<file path="config.mk">
export PLATFORM = sky130hd
export DESIGN_NAME = icmpset_unit
export DESIGN_NICKNAME = d
export VERILOG_FILES = /design/src/rtl/icmpset_pkg.sv /design/src/rtl/icmpset_plain_cmp.sv /design/src/rtl/icmpset_chain_cmp.sv /design/src/rtl/icmpset_combine.sv /design/src/rtl/icmpset_unit.sv
export SDC_FILE = /design/constraint.sdc
export NUM_CORES = 1
export LEC_CHECK = 0
export CORE_ASPECT_RATIO = 0.8
export CORE_MARGIN = 1.5
export CORE_UTILIZATION = 39
export CTS_BUF_LIST = sky130_fd_sc_hd__clkbuf_4
export CTS_CLUSTER_DIAMETER = 80
export CTS_CLUSTER_SIZE = 14
export DETAILED_ROUTE_END_ITERATION = 16
export DONT_BUFFER_PORTS = 1
export SLEW_MARGIN = 20
export SYNTH_ARGS = -nofsm -noshare
export SYNTH_HDL_FRONTEND = slang
export SYNTH_SLANG_ARGS = --single-unit
</file>
<file path="constraint.sdc">
create_clock -name clk -period 12.2 [get_ports clk]
set_input_delay 0.61 -clock clk [delete_from_list [all_inputs] [get_ports clk]]
set_output_delay 0.61 -clock clk [all_outputs]
set_load 0.02 [all_outputs]
</file>
<file path="src/rtl/icmpset_pkg.sv">
package icmpset_pkg;

    localparam int unsigned DATA_W   = 32;
    localparam logic [31:0] FP_ONE_32 = 32'h3F80_0000;

    typedef enum logic [2:0] {
        CMP_NEVER  = 3'd0,
        CMP_LT     = 3'd1,
        CMP_EQ     = 3'd2,
        CMP_LE     = 3'd3,
        CMP_GT     = 3'd4,
        CMP_NE     = 3'd5,
        CMP_GE     = 3'd6,
        CMP_ALWAYS = 3'd7
    } cmp_op_e;

    typedef enum logic [1:0] {
        BOP_AND = 2'd0,
        BOP_OR  = 2'd1,
        BOP_XOR = 2'd2,
        BOP_BAD = 2'd3
    } bop_e;

    // ordering facts of a plain comparison
    typedef struct packed {
        logic lt;
        logic eq;
        logic gt;
    } order_t;

    // facts derived from the chained intermediate value
    typedef struct packed {
        logic iv_zero;
        logic base_lt;
        logic base_gt;
        logic base_ge;
    } chain_t;

    // outcome of the predicate combine stage
    typedef struct packed {
        logic cond;
        logic err;
        logic flag_wr;
    } comb_t;

    function automatic logic pick_plain(input cmp_op_e op, input order_t o);
        logic r;
        unique case (op)
            CMP_NEVER:  r = 1'b0;
            CMP_LT:     r = o.lt;
            CMP_EQ:     r = o.eq;
            CMP_LE:     r = o.lt | o.eq;
            CMP_GT:     r = o.gt;
            CMP_NE:     r = ~o.eq;
            CMP_GE:     r = o.gt | o.eq;
            CMP_ALWAYS: r = 1'b1;
            default:    r = 1'b0;
        endcase
        return r;
    endfunction

    function automatic logic pick_chain(input cmp_op_e op, input chain_t c,
                                        input logic zin);
        logic r;
        logic same;
        logic diff;
        same = c.iv_zero & zin;
        diff = c.iv_zero & ~zin;
        unique case (op)
            CMP_NEVER:  r = 1'b0;
            CMP_LT:     r = c.base_lt;
            CMP_EQ:     r = same;
            CMP_LE:     r = c.base_lt | same;
            CMP_GT:     r = c.base_gt | diff;
            CMP_NE:     r = ~c.iv_zero | diff;
            CMP_GE:     r = c.base_ge | same;
            CMP_ALWAYS: r = 1'b1;
            default:    r = 1'b0;
        endcase
        return r;
    endfunction

    function automatic logic apply_bop(input bop_e b, input logic x, input logic p);
        logic r;
        unique case (b)
            BOP_AND: r = x & p;
            BOP_OR:  r = x | p;
            BOP_XOR: r = x ^ p;
            default: r = 1'b0;
        endcase
        return r;
    endfunction

endpackage

</file>
<file path="src/rtl/icmpset_plain_cmp.sv">
module icmpset_plain_cmp
    import icmpset_pkg::*;
#(
    parameter int unsigned WIDTH = DATA_W
) (
    input  logic [WIDTH-1:0] a,
    input  logic [WIDTH-1:0] b,
    input  logic             sgn,
    input  cmp_op_e          op,
    output logic             hit
);
    order_t ord;

    always_comb begin
        ord.eq = (a == b);
        if (sgn) begin
            ord.lt = ($signed(a) < $signed(b));
            ord.gt = ($signed(a) > $signed(b));
        end else begin
            ord.lt = (a < b);
            ord.gt = (a > b);
        end
        hit = pick_plain(op, ord);
    end
endmodule

</file>
<file path="src/rtl/icmpset_chain_cmp.sv">
module icmpset_chain_cmp
    import icmpset_pkg::*;
#(
    parameter int unsigned WIDTH = DATA_W
) (
    input  logic [WIDTH-1:0] a,
    input  logic [WIDTH-1:0] b,
    input  logic             sgn,
    input  logic             cin,
    input  logic             zin,
    input  cmp_op_e          op,
    output logic             hit
);
    localparam int unsigned MSB = WIDTH - 1;

    logic [WIDTH-1:0] iv;
    logic             flip;
    logic             neg;
    chain_t           cf;

    always_comb begin
        iv   = a + ~b + {{(WIDTH-1){1'b0}}, cin};
        neg  = iv[MSB];
        flip = ~sgn & (a[MSB] ^ b[MSB]);
        cf.iv_zero = (iv == '0);
        // ordering tests on the sign of the intermediate, swapped when flipped
        cf.base_lt = flip ? ~neg : neg;
        cf.base_ge = flip ? neg : ~neg;
        cf.base_gt = flip ? (neg | cf.iv_zero) : (~neg & ~cf.iv_zero);
        hit = pick_chain(op, cf, zin);
    end
endmodule

</file>
<file path="src/rtl/icmpset_combine.sv">
module icmpset_combine
    import icmpset_pkg::*;
(
    input  logic  cmp_hit,
    input  logic  pred,
    input  logic  pred_neg,
    input  bop_e  bop,
    input  logic  chained,
    input  logic  upd,
    output comb_t res
);
    logic p_eff;
    logic bad_op;

    always_comb begin
        p_eff       = pred ^ pred_neg;
        bad_op      = (bop == BOP_BAD);
        res.err     = bad_op | (upd & chained);
        res.cond    = bad_op ? 1'b0 : apply_bop(bop, cmp_hit, p_eff);
        res.flag_wr = upd & ~res.err;
    end
endmodule

</file>
<file path="src/rtl/icmpset_unit.sv">
module icmpset_unit
    import icmpset_pkg::*;
#(
    parameter int unsigned     WIDTH  = DATA_W,
    parameter logic [WIDTH-1:0] FP_ONE = FP_ONE_32
) (
    input  logic             clk,
    input  logic             rst,
    input  logic             in_valid,
    input  logic [2:0]       cmp_sel,
    input  logic             is_signed,
    input  logic             ext_mode,
    input  logic             carry_in,
    input  logic             zero_in,
    input  logic [WIDTH-1:0] op_a,
    input  logic [WIDTH-1:0] op_b,
    input  logic             pred_in,
    input  logic             pred_inv,
    input  logic [1:0]       bool_sel,
    input  logic             float_res,
    input  logic             flag_upd,
    output logic             out_valid,
    output logic [WIDTH-1:0] out_word,
    output logic             zf_we,
    output logic             zf_out,
    output logic             err_out
);
    localparam logic [WIDTH-1:0] ALL_ONES = {WIDTH{1'b1}};

    cmp_op_e          op;
    bop_e             bop;
    logic             hit_plain;
    logic             hit_chain;
    logic             hit;
    comb_t            cmb;
    logic [WIDTH-1:0] word_nxt;

    assign op  = cmp_op_e'(cmp_sel);
    assign bop = bop_e'(bool_sel);

    icmpset_plain_cmp #(.WIDTH(WIDTH)) u_plain (
        .a   (op_a),
        .b   (op_b),
        .sgn (is_signed),
        .op  (op),
        .hit (hit_plain)
    );

    icmpset_chain_cmp #(.WIDTH(WIDTH)) u_chain (
        .a   (op_a),
        .b   (op_b),
        .sgn (is_signed),
        .cin (carry_in),
        .zin (zero_in),
        .op  (op),
        .hit (hit_chain)
    );

    assign hit = ext_mode ? hit_chain : hit_plain;

    icmpset_combine u_comb (
        .cmp_hit  (hit),
        .pred     (pred_in),
        .pred_neg (pred_inv),
        .bop      (bop),
        .chained  (ext_mode),
        .upd      (flag_upd),
        .res      (cmb)
    );

    always_comb begin
        if (!cmb.cond)      word_nxt = '0;
        else if (float_res) word_nxt = FP_ONE;
        else                word_nxt = ALL_ONES;
    end

    always_ff @(posedge clk) begin
        if (rst) begin
            out_valid <= 1'b0;
            out_word  <= '0;
            zf_we     <= 1'b0;
            zf_out    <= 1'b0;
            err_out   <= 1'b0;
        end else begin
            out_valid <= in_valid;
            zf_we     <= in_valid & cmb.flag_wr;
            err_out   <= in_valid & cmb.err;
            if (in_valid) begin
                out_word <= word_nxt;
            end
            if (in_valid && cmb.flag_wr) begin
                zf_out <= (word_nxt == '0);
            end
        end
    end
endmodule

</file>
## Yosys cells after proc, flatten, opt, wreduce, memory -nomap -nowiden

Index checks and enable logic that the tools add are counted.
Widths: inputs -> output; s select.

| storage, ports and cells | value |
|---|---|
| register bits | 36 |
| word-level logic and storage cells | 67 |

| cells by class | value |
|---|---|
| add/sub/neg operators | 2 |
| order comparisons | 4 |
| equality and inequality tests | 11 |
| mux-type cells | 12 |
| bitwise logic cells | 28 |
| reductions and logical operators | 5 |

Operators by type and width:

| operator | number |
|---|---|
| $gt 32x32->1 | 2 |
| $logic_not 32->1 | 2 |
| $lt 32x32->1 | 2 |
| $mux 32 | 2 |
| $add 32x1->32 | 1 |
| $add 32x32->32 | 1 |
| $eq 32x32->1 | 1 |
| $not 32->32 | 1 |
| $pmux 1 s8 | 2 |
| $eq 3x3->1 const B | 4 |
| $and 1x1->1 | 9 |
| $or 1x1->1 | 9 |
| $mux 1 | 7 |
| $eq 3x2->1 const B | 2 |
| $not 1->1 | 6 |
| $eq 2x2->1 const B | 2 |
| $eq 3x1->1 const B | 1 |
| $logic_not 3->1 | 1 |
| $pmux 1 s3 | 1 |
| $xor 1x1->1 | 3 |
| $eq 2x1->1 const B | 1 |
| $logic_not 2->1 | 1 |
| $logic_and 1x1->1 | 1 |

## Depth between registers and ports, before layout

Gate-level depths: netlist of run 1.

| depth | value |
|---|---|
| word-level depth | 15 |
| depth in mapped cells | 20 |
| depth with buffers taken out | 20 |

## Modules after synthesis

From an unflattened synthesis of run 1, not the netlist that was laid out.

| unflattened totals | value |
|---|---|
| cell total of the unflattened synthesis | 533 |
| area total of the unflattened synthesis | 3861.2 um^2 |

Modules (own cells, without submodules):

| module | instances | cells an instance | area each (um^2) | sequential area each (um^2) |
|---|---|---|---|---|
| icmpset_chain_cmp | 1 | 348 | 2394.8 | 0.0 |
| icmpset_plain_cmp | 1 | 125 | 943.4 | 0.0 |
| icmpset_unit | 1 | 49 | 439.2 | 120.1 |
| icmpset_combine | 1 | 11 | 83.8 | 0.0 |

## Worst setup path after synthesis of run 1

Ideal clock, no wire load.

| path | value |
|---|---|
| kind | input-to-reg |
| start point | input port op_a[0] |
| end point | register out_word[30] |
| arrival time | 4.846 ns |
| required time | 12.083 ns |
| slack | 7.237 ns |
| stages on the path | 20 |
| path buffers | 0 |
| cell sequence | inv_1 fa_1 inv_1 fa_1 a21o_1 a221o_2 a211oi_2 o22ai_1 or4_4 a2111oi_4 nand4_1 nor4_2 mux2_1 and2_1 ha_1 mux2_2 o21ai_0 nor2_1 mux2i_1 nor2_1 |

| between the ends | value |
|---|---|
| word-level cells in the longest chain between the ends | 13 |

Ends and longest elaborated chain:

| element | RTL line | text |
|---|---|---|
| start, declared | icmpset_unit.sv:15 | `input logic [WIDTH-1:0] op_a,` |
| $add 32x32->32 | icmpset_chain_cmp.sv:22 | `iv = a + ~b + {{(WIDTH-1){1'b0}}, cin};` |
| $add 32x1->32 | icmpset_chain_cmp.sv:22 |  |
| $logic_not 32->1 | icmpset_chain_cmp.sv:25 | `cf.iv_zero = (iv == '0);` |
| $not 1->1 | icmpset_pkg.sv:75, icmpset_chain_cmp.sv:29 |  |
| $and 1x1->1 | icmpset_chain_cmp.sv:29 | `cf.base_gt = flip ? (neg \| cf.iv_zero) : (~neg & ~cf.iv_zero);` |
| $mux 1 | icmpset_chain_cmp.sv:29 |  |
| $or 1x1->1 | icmpset_pkg.sv:74 | `CMP_GT: r = c.base_gt \| diff;` |
| $pmux 1 s8 | icmpset_pkg.sv:69 | `unique case (op)` |
| $mux 1 * | icmpset_unit.sv:59 | `assign hit = ext_mode ? hit_chain : hit_plain;` |
| $xor 1x1->1 (tied with other cells) | icmpset_pkg.sv:88 | `BOP_XOR: r = x ^ p;` |
| $pmux 1 s3 * | icmpset_pkg.sv:85 | `unique case (b)` |
| $mux 1 * | icmpset_combine.sv:19 | `res.cond = bad_op ? 1'b0 : apply_bop(bop, cmp_hit, p_eff);` |
| $mux 32 * | icmpset_unit.sv:72 | `if (!cmb.cond) word_nxt = '0;` |
| end signal, assigned | icmpset_unit.sv:89 | `out_word <= word_nxt;` |
| end, declared | icmpset_unit.sv:23 | `output logic [WIDTH-1:0] out_word,` |

Mark *: on every way between the ends. The rest lies on a longest branch, timed or not.
A chain may end at the register's enable or synchronous reset.

## Final worst setup path of run 1

Ends and elaborated chain as after synthesis.

==> results of run 1 <==
-- report_power, final --
part	total, mW	switching (mW)	internal, mW
clock	0.0236	0.00884	0.0147
sequential	0.0227	0.00207	0.0206
combinational	0.146	0.0905	0.0553
-- how the worst min path moves through the flow --
stage                               from                         to  slack, ns  cells past startpoint
6_report                             rst  out_word[30]$_SDFFE_PP0P_       0.41                      1
5_1_grt                              rst  out_word[30]$_SDFFE_PP0P_       0.40                      1
4_1_cts                              rst  out_word[30]$_SDFFE_PP0P_       0.40                      1
3_5_place_dp   out_word[29]$_SDFFE_PP0P_  out_word[29]$_SDFFE_PP0P_       0.49                      2
3_3_place_gp   out_word[29]$_SDFFE_PP0P_  out_word[29]$_SDFFE_PP0P_       0.48                      2
2_1_floorplan        zf_out$_SDFFE_PP0P_        zf_out$_SDFFE_PP0P_       0.59                      2
-- synth_stat cells (all sizes together) (5+ instances only) --
cell,instances
a31oi,5
a211oi,5
nand3,8
o22ai,5
nor4,5
and3,6
inv,43
xor2,14
a21oi,41
o21a,5
nor2,26
mux2i,8
buf,34
o211ai,6
o21ai,28
nand2,40
and2,6
nor2b,6
ha,34
a21o,13
nand4,14
dfxtp,6
clkbuf,14
nand2b,7
-- per-layer routing --
layer	part of all wire	global-route usage	vias to the layer above	wire [um]
met5	0	0	-	0
met4	0.0035	0.00833	0	26
met3	0.051	0.0162	4	373
met2	0.41	0.261	95	3050
met1	0.53	0.275	1334	3930
li1	-	-	1504	-
-- worst max-delay path: stages --
cell and delay, ns:
inv_1 0.08, fa_1 0.20, inv_1 0.06, fa_1 0.41
a21o_1 0.23, a221o_2 0.43, a211oi_2 0.22, o22ai_1 0.10
or4_4 0.44, a2111oi_4 0.33, nand4_1 0.15, nor4_2 0.40
mux2_1 0.37, and2_1 0.15, ha_1 0.27, mux2_2 0.26
o21ai_0 0.32, nor2_1 0.07, mux2i_1 0.14, nor2_1 0.05
-- per-stage QoR --
step                      instance area (um^2)  setup slack [ns]  instances
after floorplan                           3020              7.24        441
after global placement                    2870              6.98        500
after detailed placement                  2870              6.79        500
after CTS                                 2900              7.06        504
after global routing                      2900              6.73        504
final                                     2900              7.07        504
-- layout make-up --
class,instances,area share
Multi-Input combinational cell,344,0.840
Inverter,43,0.0557
Tap cell,105,0.0453
Sequential cell,6,0.0427
Clock buffer,4,0.0104
Timing Repair Buffer,2,0.00647
-- placed cells by master, fill, tap and decap left out, types with 6 or more instances in the layout --
cell      synthesis  routed
nor2b_1           6       6
nor2_1           26      26
a21o_1           13      13
ha_1             34      34
nand2b_1          7       7
inv_1            43      43
nand4_1          14      14
xor2_1           14      14
a21oi_1          38      38
o21ai_0          23      23
nand3_1           8       8
mux2i_1           8       8
o211ai_1          6       6
nand2_1          40      40
-- cells by family after synthesis --
family                   share of synthesized area
flip-flops                                  0.0398
AO/OA/AOI/OAI                                0.343
XOR/XNOR                                    0.0464
adder cells (fa/ha/maj)                      0.154
buffers and inverters                        0.154
AND/OR/NAND/NOR                              0.229
multiplexers                                0.0340
-- registers in the layout, indices dropped and copies added (netlist names) --
signal     flops
zf_we          1
out_valid      1
zf_out         1
err_out        1
out_word       2
==> flow_summary.ini, run 1 <==
[clock_network]
ctsHoldBuffers = 0
cts_setup_buffers = 0
path_clk_slew_ns = 0.05
cts_made_buffers = 3
cts_sinks = 6
cts_tree = done
cts_buffer_depth = 2
cts.htree.levels = 1
cts_root_buf = clkbuf_4
post_cts_resized = 0
insertion_delay_ns = 0.26

[routing]
drt-total-wl_mm = 7.38
drt.antenna.violating_nets = 0
route.detailed.drc = 0
routedWlPerCell_um = 14.6
first_iter_violations = 160
dr.pass1.iters = 5
vias_per_cell = 5.83
num_vias = 2937

[synth]
synth.area.top_cells = ha_1, buf_4, a21oi_1
synth_top_area_cell = ha_1
synth_async_sr_flop_share = 0
syn_avg_cell_area_um2 = 6.85
synth-seq-cells = 6
yosys_warnings = 0
synth_area_um2 = 3020
synth-main-ff-cell = dfxtp_1
ys_types = 72
syn_inst = 441
synth_nets = 557
yosysTopAreaCellShare = 0.141
synth_seq_area_share = 0.0398
synth_edf_count = 0

[flow_run]
drv_cap = 0

[placement]
place_congestion = 0.831
hpwl_mm = 6.26
io_buffer_count = 0

[die]
start_util = 0.405
die_y_um = 81.7
core_um2 = 7460
die_w_um = 101
rows = 28
die_area_um2 = 8280
io_pins = 116

[pwr]
p_leak_nw = 1.29
total_power_mw = 0.192
peakVddDrop_mv = 0.0307
powerDensity_nw_per_um2 = 66.2

[finish]
fill_cells = 791
area_growth_pct = -3.98
antenna_cells = 0
utilization = 0.389
fin_nets = 516
seq_area_um2 = 124
final_layout_size_suffix_gt1_frac = 0.0602
multi_input_area_um2 = 2430

[critical_path]
path_max_fanout = 6
reg2reg_depth = 2
cp.arrival_ns = 5.28
rrSetupSlack_ns = 11.45
end_kind = flip-flop
path_class = in2reg
crit_end = out_word[30]$_SDFFE_PP0P_
crit_path_start_kind = primary input
worstReg2RegEnd = zf_out$_SDFFE_PP0P_
cp-startpoint = op_a[0]
r2r_start = zf_out$_SDFFE_PP0P_
cp.required_ns = 12.35

[sta]
slew_headroom = 0.436
setup_viol = 0
finalCritPeriodShare = 0.421
period_needed_ns = 5.13
hold_slack_ns = 0.408
max_slew.worst_pin.slew_ns = 0.848
rsz0062_at_grt = false
fmax_mhz = 195
setup_tns_ns = 0
clock_skew_ns = 0
drv_slew = 0
hold_viol = 0

[global_route]
grt_overflow_total = 0
grt_max_degree = 23
grt_first_pass_wirelength_mm = 12.1
grt_pass1_vias = 2591
track_usage = 0.173
antenna_found_initial = 0

[worst_hold_path]
hp-class = in2reg

[outcome]
status = complete, no violations
No activity file was read; power rests on OpenSTA's default activity.
==> inputs of run 2 (changes only) <==
Clock period 12.2 ns to 4.5 ns, I/O delays scaled along.
==> run 2 against run 1 <==
  * Non-clock buffer count up 27
  * Worst hold slack lost 0.38 ns
  * Register-to-register slack worse by 7.7 ns
  * Clock power increased to 2.6 times the previous value
  * Critical endpoint is now zf_out$_SDFFE_PP0P_
  * Largest cell class unchanged
==> flow_summary.ini, run 2 (synthesized netlist as in run 1, its figures left out) <==
[global_route]
antenna_found_initial = 0
grt_max_degree = 22
track_usage = 0.176
grt_pass1_vias = 2695
grt_overflow_total = 0
grt_first_pass_wirelength_mm = 12.2

[die]
rows = 28
die_y_um = 81.7
core_um2 = 7460
die_area_um2 = 8280
io_pins = 116
start_util = 0.405
die_w_um = 101

[finish]
final_layout_size_suffix_gt1_frac = 0.146
area_growth_pct = 4.43
largest_reg_flops = 2
antenna_cells = 0
regMostFlops = out_word
final_cell_mix = inv_1, nand2_1, a21oi_1, ha_1, buf_4
fin_nets = 543
fill_cells = 810

[clock_network]
cts_sinks = 6
cts_buffer_depth = 2
cts_made_buffers = 3
path_clk_slew_ns = 0.05
insertion_delay_ns = 0.25
cts_tree = done
cts_root_buf = clkbuf_4
cts.htree.levels = 1
ctsHoldBuffers = 0

[placement]
hpwl_mm = 6.60
place_congestion = 0.827
io_buffer_count = 0

[sta]
hold_slack_ns = 0.0314
slew_headroom = 0.462
hold_viol = 0
fmax_mhz = 233
clock_skew_ns = 0
finalCritPeriodShare = 0.953
drv_slew = 0
max_slew.worst_pin.slew_ns = 0.809
setup_viol = 0
period_needed_ns = 4.29

[critical_path]
slowest_stage = fa_2
cp_top_family = compound AO/OA/AOI/OAI gates
critPathBufInv = 4
cp.arrival_ns = 4.48
cp.required_ns = 4.69
path_max_fanout = 4
crit_path_start_kind = primary input
path_cells = inv_2 -> fa_2 -> inv_2 -> fa_2 -> a21o_1 -> a221o_2 -> buf_4 -> a31oi_4 -> a21oi_2 -> or3_1 -> a2111oi_2 -> nand4_1 -> nor4_4 -> mux2_4 -> and2_4 -> ha_4 -> mux2_4 -> o21ai_2 -> buf_4 -> mux2i_1 -> nor2_1
worst_path_largest_cell_delay_ns = 0.40
end_kind = flip-flop
path_class = in2reg

[routing]
vias_per_cell = 5.76
drt.antenna.violating_nets = 0
num_vias = 3056
drt-total-wl_mm = 7.83
first_iter_violations = 102
routedWlPerCell_um = 14.7
dr.pass1.iters = 4
route.detailed.drc = 0

[pwr]
powerDensity_nw_per_um2 = 180
p_leak_nw = 1.43
total_power_mw = 0.568
peakVddDrop_mv = 0.0828

[flow_run]
drv_cap = 0

[outcome]
status = complete, no violations

[worst_hold_path]
hp-class = in2reg
## run 2: cell types whose count changed in the layout (fill, tap and decap cells not counted), moves of 2 or more
cell    before  now
buf_4        1   28
inv_1       43   40
fa_1         2    0
mux2_4       0    2
inv_2        0    3
fa_2         0    2
## run 2: power by group
part	switching [mW]	internal, mW	total (mW)	leakage, nW
clock network	0.0219	0.0398	0.0617	0.0184
registers	0.00643	0.0559	0.0623	0.0500
logic	0.262	0.182	0.444	1.36
## run 2: timing repair
action,CTS,global route
resized for setup,0,13
endpoints found under the hold margin,0,0
buffers inserted,0,3
endpoints found under the setup margin,0,3
## run 2: cell type report
cell class / count / area [um^2] / area share
sequential: 6 / 124 / 0.0393
clock buffer: 4 / 30.0 / 0.00952
inverter: 43 / 161 / 0.0512
multi-input combinational: 344 / 2490 / 0.788
tap: 105 / 131 / 0.0417
timing repair buffer: 29 / 221 / 0.0702
## run 2: final timing paths
check                                  from                   endpoint  slack [ns]  cells past startpoint
setup / recovery                   carry_in        zf_out$_SDFFE_PP0P_        0.21                     21
hold / removal                          rst  out_word[30]$_SDFFE_PP0P_        0.03                      1
setup reg to reg  out_word[30]$_SDFFE_PP0P_  out_word[30]$_SDFFE_PP0P_        3.73                      2
hold reg to reg   out_word[29]$_SDFFE_PP0P_  out_word[29]$_SDFFE_PP0P_        0.50                      2
## run 2: routing by layer
metal,GRT usage,share of wire
met1,0.265,0.52
met2,0.276,0.43
met3,0.0170,0.043
met4,0.0181,0.0024
met5,0,0
## run 2: through the flow
stage               std cells  TNS [ns]  cell area (um^2)  setup slack (ns)  utilization
floorplan                 441         0              3020             0.101            -
global placement          524    -0.104              3050           -0.0530        0.408
detailed placement        524    -0.449              3050            -0.160        0.408
CTS                       528         0              3080            0.0875        0.412
global route              531  -0.00683              3150          -0.00683        0.423
finish                    531         0              3150             0.212        0.423
